[config.mk]
export PLATFORM = sky130hd
export DESIGN_NAME = ps2_port_regs
export DESIGN_NICKNAME = d
export VERILOG_FILES = /design/src/rtl/ps2_regs_pkg.sv /design/src/rtl/ps2_rx_fifo.sv /design/src/rtl/ps2_reg_decode.sv /design/src/rtl/ps2_port_regs.sv
export SDC_FILE = /design/constraint.sdc
export NUM_CORES = 1
export LEC_CHECK = 0
export CORE_ASPECT_RATIO = 0.9
export CORE_MARGIN = 1.5
export CORE_UTILIZATION = 45
export CTS_CLUSTER_SIZE = 10
export DETAILED_ROUTE_END_ITERATION = 16
export GPL_ROUTABILITY_DRIVEN = 0
export PLACE_DENSITY = 0.76
export SLEW_MARGIN = 15
export SYNTH_ARGS = -nofsm -noshare
export SYNTH_HDL_FRONTEND = slang
export SYNTH_SLANG_ARGS = --single-unit
[constraint.sdc]
create_clock -name clk -period 4.15 [get_ports clk]
set_input_delay 0.83 -clock clk [delete_from_list [all_inputs] [get_ports clk]]
set_output_delay 0.83 -clock clk [all_outputs]
set_load 0.005 [all_outputs]
[src/rtl/ps2_regs_pkg.sv]
package ps2_regs_pkg;

  localparam int unsigned WORD_IDX_W = 10;

  localparam logic [WORD_IDX_W-1:0] IDX_CTRL   = 10'd0;
  localparam logic [WORD_IDX_W-1:0] IDX_STAT   = 10'd1;
  localparam logic [WORD_IDX_W-1:0] IDX_DATA   = 10'd2;
  localparam logic [WORD_IDX_W-1:0] IDX_DIV    = 10'd3;
  localparam logic [WORD_IDX_W-1:0] IDX_IRQID  = 10'd4;
  localparam logic [WORD_IDX_W-1:0] IDX_IDBASE = 10'h3F8;

  localparam int unsigned CTRL_RXIE_BIT = 4;
  localparam int unsigned CTRL_TXIE_BIT = 3;

  function automatic logic [7:0] ident_byte(input logic [2:0] slot);
    case (slot)
      3'd0:    return 8'h50;
      3'd1:    return 8'h10;
      3'd2:    return 8'h04;
      3'd3:    return 8'h00;
      3'd4:    return 8'h0D;
      3'd5:    return 8'hF0;
      3'd6:    return 8'h05;
      default: return 8'hB1;
    endcase
  endfunction

  function automatic logic irq_level(input logic pending, input logic [31:0] ctrl);
    return (pending & ctrl[CTRL_RXIE_BIT]) | ctrl[CTRL_TXIE_BIT];
  endfunction

  function automatic logic [31:0] status_word(input logic pending);
    return pending ? 32'h0000_0010 : 32'h0;
  endfunction

  function automatic logic [31:0] irqid_word(input logic pending);
    return {30'd0, 1'b1, pending};
  endfunction

endpackage

[src/rtl/ps2_rx_fifo.sv]
module ps2_rx_fifo #(
  parameter int unsigned DEPTH = 4,
  parameter int unsigned WIDTH = 8
) (
  input  logic                           clk,
  input  logic                           rst_n,
  input  logic                           push,
  input  logic [WIDTH-1:0]               push_data,
  input  logic                           pop,
  output logic [WIDTH-1:0]               head,
  output logic [$clog2(DEPTH+1)-1:0]     count,
  output logic                           full,
  output logic                           empty
);
  localparam int unsigned PTR_W = (DEPTH > 1) ? $clog2(DEPTH) : 1;
  localparam int unsigned CNT_W = $clog2(DEPTH+1);

  logic [WIDTH-1:0] mem_q [DEPTH];
  logic [PTR_W-1:0] rd_ptr_q, wr_ptr_q;
  logic [CNT_W-1:0] cnt_q;

  function automatic logic [PTR_W-1:0] ptr_next(input logic [PTR_W-1:0] p);
    return (p == PTR_W'(DEPTH-1)) ? '0 : p + 1'b1;
  endfunction

  assign full  = (cnt_q == CNT_W'(DEPTH));
  assign empty = (cnt_q == '0);
  assign count = cnt_q;
  assign head  = mem_q[rd_ptr_q];

  generate
    for (genvar i = 0; i < DEPTH; i++) begin : g_slot
      always_ff @(posedge clk) begin
        if (!rst_n) begin
          mem_q[i] <= '0;
        end else if (push && wr_ptr_q == PTR_W'(i)) begin
          mem_q[i] <= push_data;
        end
      end
    end
  endgenerate

  always_ff @(posedge clk) begin
    if (!rst_n) begin
      rd_ptr_q <= '0;
      wr_ptr_q <= '0;
      cnt_q    <= '0;
    end else begin
      if (push) wr_ptr_q <= ptr_next(wr_ptr_q);
      if (pop)  rd_ptr_q <= ptr_next(rd_ptr_q);
      case ({push, pop})
        2'b10:   cnt_q <= cnt_q + 1'b1;
        2'b01:   cnt_q <= cnt_q - 1'b1;
        default: cnt_q <= cnt_q;
      endcase
    end
  end

endmodule

[src/rtl/ps2_reg_decode.sv]
module ps2_reg_decode
  import ps2_regs_pkg::*;
(
  input  logic                  sel,
  input  logic                  write,
  input  logic [11:0]           addr,
  output logic [WORD_IDX_W-1:0] idx,
  output logic                  rd_any,
  output logic                  wr_ctrl,
  output logic                  wr_div,
  output logic                  wr_data,
  output logic                  rd_data
);
  assign idx     = addr[11:2];
  assign rd_any  = sel & ~write;
  assign wr_ctrl = sel & write & (idx == IDX_CTRL);
  assign wr_div  = sel & write & (idx == IDX_DIV);
  assign wr_data = sel & write & (idx == IDX_DATA);
  assign rd_data = rd_any & (idx == IDX_DATA);
endmodule

[src/rtl/ps2_port_regs.sv]
module ps2_port_regs
  import ps2_regs_pkg::*;
#(
  parameter int unsigned RX_DEPTH = 4
) (
  input  logic        clk,
  input  logic        rst_n,
  input  logic        bus_sel,
  input  logic        bus_write,
  input  logic [11:0] bus_addr,
  input  logic [31:0] bus_wdata,
  output logic [31:0] bus_rdata,
  input  logic        rx_valid,
  input  logic [7:0]  rx_byte,
  output logic        tx_valid,
  output logic [7:0]  tx_byte,
  input  logic        tx_ready,
  output logic        irq
);
  localparam int unsigned CNT_W = $clog2(RX_DEPTH+1);

  logic [WORD_IDX_W-1:0] acc_idx;
  logic acc_rd, wr_ctrl, wr_div, wr_data, rd_data;

  logic [31:0] ctrl_q, div_q, rdata_q, rd_mux;
  logic [7:0]  hold_q, rx_head;
  logic [CNT_W-1:0] rx_count;
  logic rx_full, rx_empty, rx_pending, rx_push, rx_pop;

  ps2_reg_decode u_dec (
    .sel     (bus_sel),
    .write   (bus_write),
    .addr    (bus_addr),
    .idx     (acc_idx),
    .rd_any  (acc_rd),
    .wr_ctrl (wr_ctrl),
    .wr_div  (wr_div),
    .wr_data (wr_data),
    .rd_data (rd_data)
  );

  assign rx_pending = ~rx_empty;
  assign rx_push    = rx_valid & ~rx_full;
  assign rx_pop     = rd_data & rx_pending;

  ps2_rx_fifo #(.DEPTH(RX_DEPTH), .WIDTH(8)) u_rxq (
    .clk       (clk),
    .rst_n     (rst_n),
    .push      (rx_push),
    .push_data (rx_byte),
    .pop       (rx_pop),
    .head      (rx_head),
    .count     (rx_count),
    .full      (rx_full),
    .empty     (rx_empty)
  );

  always_comb begin
    rd_mux = '0;
    if (acc_idx >= IDX_IDBASE) begin
      rd_mux = {24'd0, ident_byte(acc_idx[2:0])};
    end else begin
      case (acc_idx)
        IDX_CTRL:  rd_mux = ctrl_q;
        IDX_STAT:  rd_mux = status_word(rx_pending);
        IDX_DATA:  rd_mux = {24'd0, rx_pending ? rx_head : hold_q};
        IDX_DIV:   rd_mux = div_q;
        IDX_IRQID: rd_mux = irqid_word(rx_pending);
        default:   rd_mux = '0;
      endcase
    end
  end

  always_ff @(posedge clk) begin
    if (!rst_n) begin
      ctrl_q  <= '0;
      div_q   <= '0;
      hold_q  <= '0;
      rdata_q <= '0;
    end else begin
      if (wr_ctrl) ctrl_q  <= bus_wdata;
      if (wr_div)  div_q   <= bus_wdata;
      if (rx_pop)  hold_q  <= rx_head;
      if (acc_rd)  rdata_q <= rd_mux;
    end
  end

  assign bus_rdata = rdata_q;
  assign tx_valid  = wr_data & tx_ready;
  assign tx_byte   = bus_wdata[7:0];
  assign irq       = irq_level(rx_pending, ctrl_q);

endmodule

==> flow_summary.json <==
{
  "ys_seq_area_frac": 0.506,
  "async_reset_ff_frac": 0,
  "synth_commonest_cells": "179 x nand2_1, 113 x dfxtp_1, 70 x a21boi_1, 46 x o21ai_0, 34 x and2_1",
  "final_cells": 964,
  "worstSetupStartpointType": "primary input",
  "synth_cells": 681,
  "vias": 5279,
  "final_hold_viol_count": 0,
  "fmax_mhz": 248,
  "relSlewSlack": 0.213,
  "synth_area_leaders": "dfxtp_1 36%, edfxtp_1 15%, nand2_1 11%",
  "netSwitchingPower_uw": 715,
  "initial_core_util": 0.458,
  "wl_um": 15700,
  "area_growth_pct": 26.3,
  "diodes": 0,
  "grt_pass1_vias": 5103,
  "worst_pin_slew_ns": 1.18,
  "synth_edf_count": 32,
  "path_max_fanout": 8,
  "drc": 0,
  "finalSetupViolCount": 0,
  "synth_top_area_cell": "dfxtp_1",
  "synth.ff_latch_count": 145,
  "dieArea_um2": 14900,
  "cts_sinks": 145,
  "hold_buffers": 0,
  "cts_buffers": 17,
  "cp-end-kind": "output port",
  "clockBufferDepth": 2,
  "cts_root_buf": "clkbuf_16",
  "seqPwrFrac": 0.453,
  "grt_use_total": 0.220,
  "p_per_area_nw_per_um2": 407,
  "finalNetCount": 823,
  "grt_max_degree": 92,
  "clkTransAtPathRegs_ns": 0.06,
  "port_buffers": 97,
  "antenna_found_initial": 0,
  "post_synth.cell_area_avg_um2": 9.35,
  "ir_drop_uv": 300,
  "cts_resized": 0,
  "maxCapViolations": 0,
  "p_sw_frac": 0.218,
  "cts_tree": "built",
  "synth_top_area_share": 0.355,
  "status": "finished clean",
  "netlist_area_um2": 6370,
  "vias_per_cell": 5.48,
  "ys_types": 49,
  "drive_gt1_frac": 0.0960,
  "synth_most_common_cell": "nand2_1",
  "leakage_nw": 2.75,
  "p_comb_frac": 0.071,
  "die_y_um": 116,
  "core_um2": 13900,
  "ys.flop_type": "dfxtp_1",
  "gr-total-overflow": 0,
  "fillCellCount": 1175,
  "clkPwrFrac": 0.476,
  "first_pass_iters": 5,
  "post-route-period-util": 0.973,
  "dp_hpwl_um": 10300,
  "ios": 100,
  "cp.arrival_ns": 3.21,
  "drt_iter0_drc": 604,
  "htreeDepth": 4,
  "yosys_warnings": 0,
  "fin_skew_ns": 0.0117,
  "maxSlewViolCount": 0,
  "ant_nets": 0,
  "min_path_type": "reg2reg",
  "post_drt_wl_per_cell_um": 16.2,
  "cp.required_ns": 3.32,
  "place_inst": 932,
  "crit_type": "in2out",
  "min_period_ns": 4.04,
  "internal_power_mw": 2.56,
  "synth_nets": 746,
  "grt_pass1_wl_um": 25300,
  "clock_latency_ns": 0.42,
  "post-cts-setup-buffers": 0,
  "rows": 41,
  "setup_tns_ns": 0,
  "fp.dieW_um": 128,
  "rsz0062_at_grt": "no"
}
per-layer routing:
layer  vias to the layer above  GRT usage  part of all wire
li1                       2507          -                 -
met1                      2536      0.281              0.42
met2                       218      0.366              0.49
met3                        18     0.0614             0.069
met4                         0     0.0712             0.012
met5                         -          0                 0
power groups by stage:
| stage | Sequential, mW | Clock [mW] | Combinational, mW |
|---|---|---|---|
| final | 1.48 | 1.56 | 0.232 |
| after global routing | 1.49 | 1.64 | 0.251 |
| after CTS | 1.49 | 1.58 | 0.231 |
| after detailed placement | 1.52 | 0 | 0.229 |
| after global placement | 1.51 | 0 | 0.223 |
| after floorplan | 1.51 | 0 | 0.116 |
cell families (layout without fill, tap and decap cells):
| logic type | after synthesis | count (layout) | synth area share |
|---|---|---|---|
| AOI/OAI and AO/OA | 180 | 180 | 0.194 |
| xor gates and xnor gates | 3 | 3 | 0.00413 |
| adders and majority gates | 7 | 7 | 0.0149 |
| buffers and inverters | 67 | 157 | 0.0546 |
| DFF | 145 | 145 | 0.506 |
| muxes | 9 | 9 | 0.0299 |
| and+or+nand+nor | 270 | 270 | 0.196 |
placed cells by master, fill, tap and decap left out, drive strengths merged, types with 3 or more instances in the layout:
cell           netlist  routed
bufinv               0       3
ha                   6       6
nand3               12      12
buf                 31      20
and2                34      34
nor4                 3       3
inv                  9      10
clkbuf              27      18
nor2b                4       4
or2                  4       4
a21oi                9       9
a21o                 6       6
or3                  3       3
clkinv               0       8
nand2              179     179
edfxtp              32      32
a221oi               6       6
a21boi              75      75
or4                  6       6
clkdlybuf4s50        0      96
o21ai               46      46
nor2                 7       7
mux4                 8       8
and3                 6       6
nor3                 6       6
a22oi               25      25
dfxtp              113     113
area by class of cell:
cell class | instances | area, µm² | area share
flip-flops and latches | 145 | 3220 | 0.401
multi-input cells | 469 | 2830 | 0.352
inverters | 9 | 33.8 | 0.00420
repair buffers | 116 | 1110 | 0.138
clock buffers | 18 | 450 | 0.0560
well taps | 193 | 241 | 0.0300
clock inverters | 14 | 160 | 0.0199
per-stage QoR:
stage / instance area (µm²) / total power [mW] / hold WS (ns) / worst slack [ns] / util
floorplan: 6370 / 1.63 / 0.430 / 0.659 / -
global placement: 7440 / 1.74 / 0.434 / 0.137 / 0.535
detailed placement: 7440 / 1.75 / 0.443 / 0.0770 / 0.535
CTS: 8050 / 3.29 / 0.453 / 0.125 / 0.579
global route: 8050 / 3.38 / 0.470 / 0.0365 / 0.579
finish: 8050 / 3.28 / 0.450 / 0.113 / 0.579
sequential cells by signal, indices dropped and copies added (netlist names), named ones only:
signal	count
u_rxq.count	3
u_rxq.rd_ptr_q	2
bus_rdata	32
hold_q	8
ctrl_q	32
div_q	32
u_rxq.wr_ptr_q	2
u_rxq.mem_q	32
path summary, 6_finish.rpt:
kind | cells after the start | slack, ns | to | start
hold / removal | 2 | 0.45 | bus_rdata[19] | bus_rdata[19]
hold reg to reg | 2 | 0.45 | bus_rdata[19] | bus_rdata[19]
setup / recovery | 5 | 0.11 | tx_valid | bus_addr[9]
setup reg to reg | 9 | 1.45 | u_rxq.count[2] | u_rxq.count[0]
critical path, stage by stage:
cell and delay (ns):
clkdlybuf4s50_1 0.42, or4_1 0.57, or4_1 0.71, nor2_1 0.17, clkdlybuf4s50_1 0.50
Power figures use the tool's default switching activity.
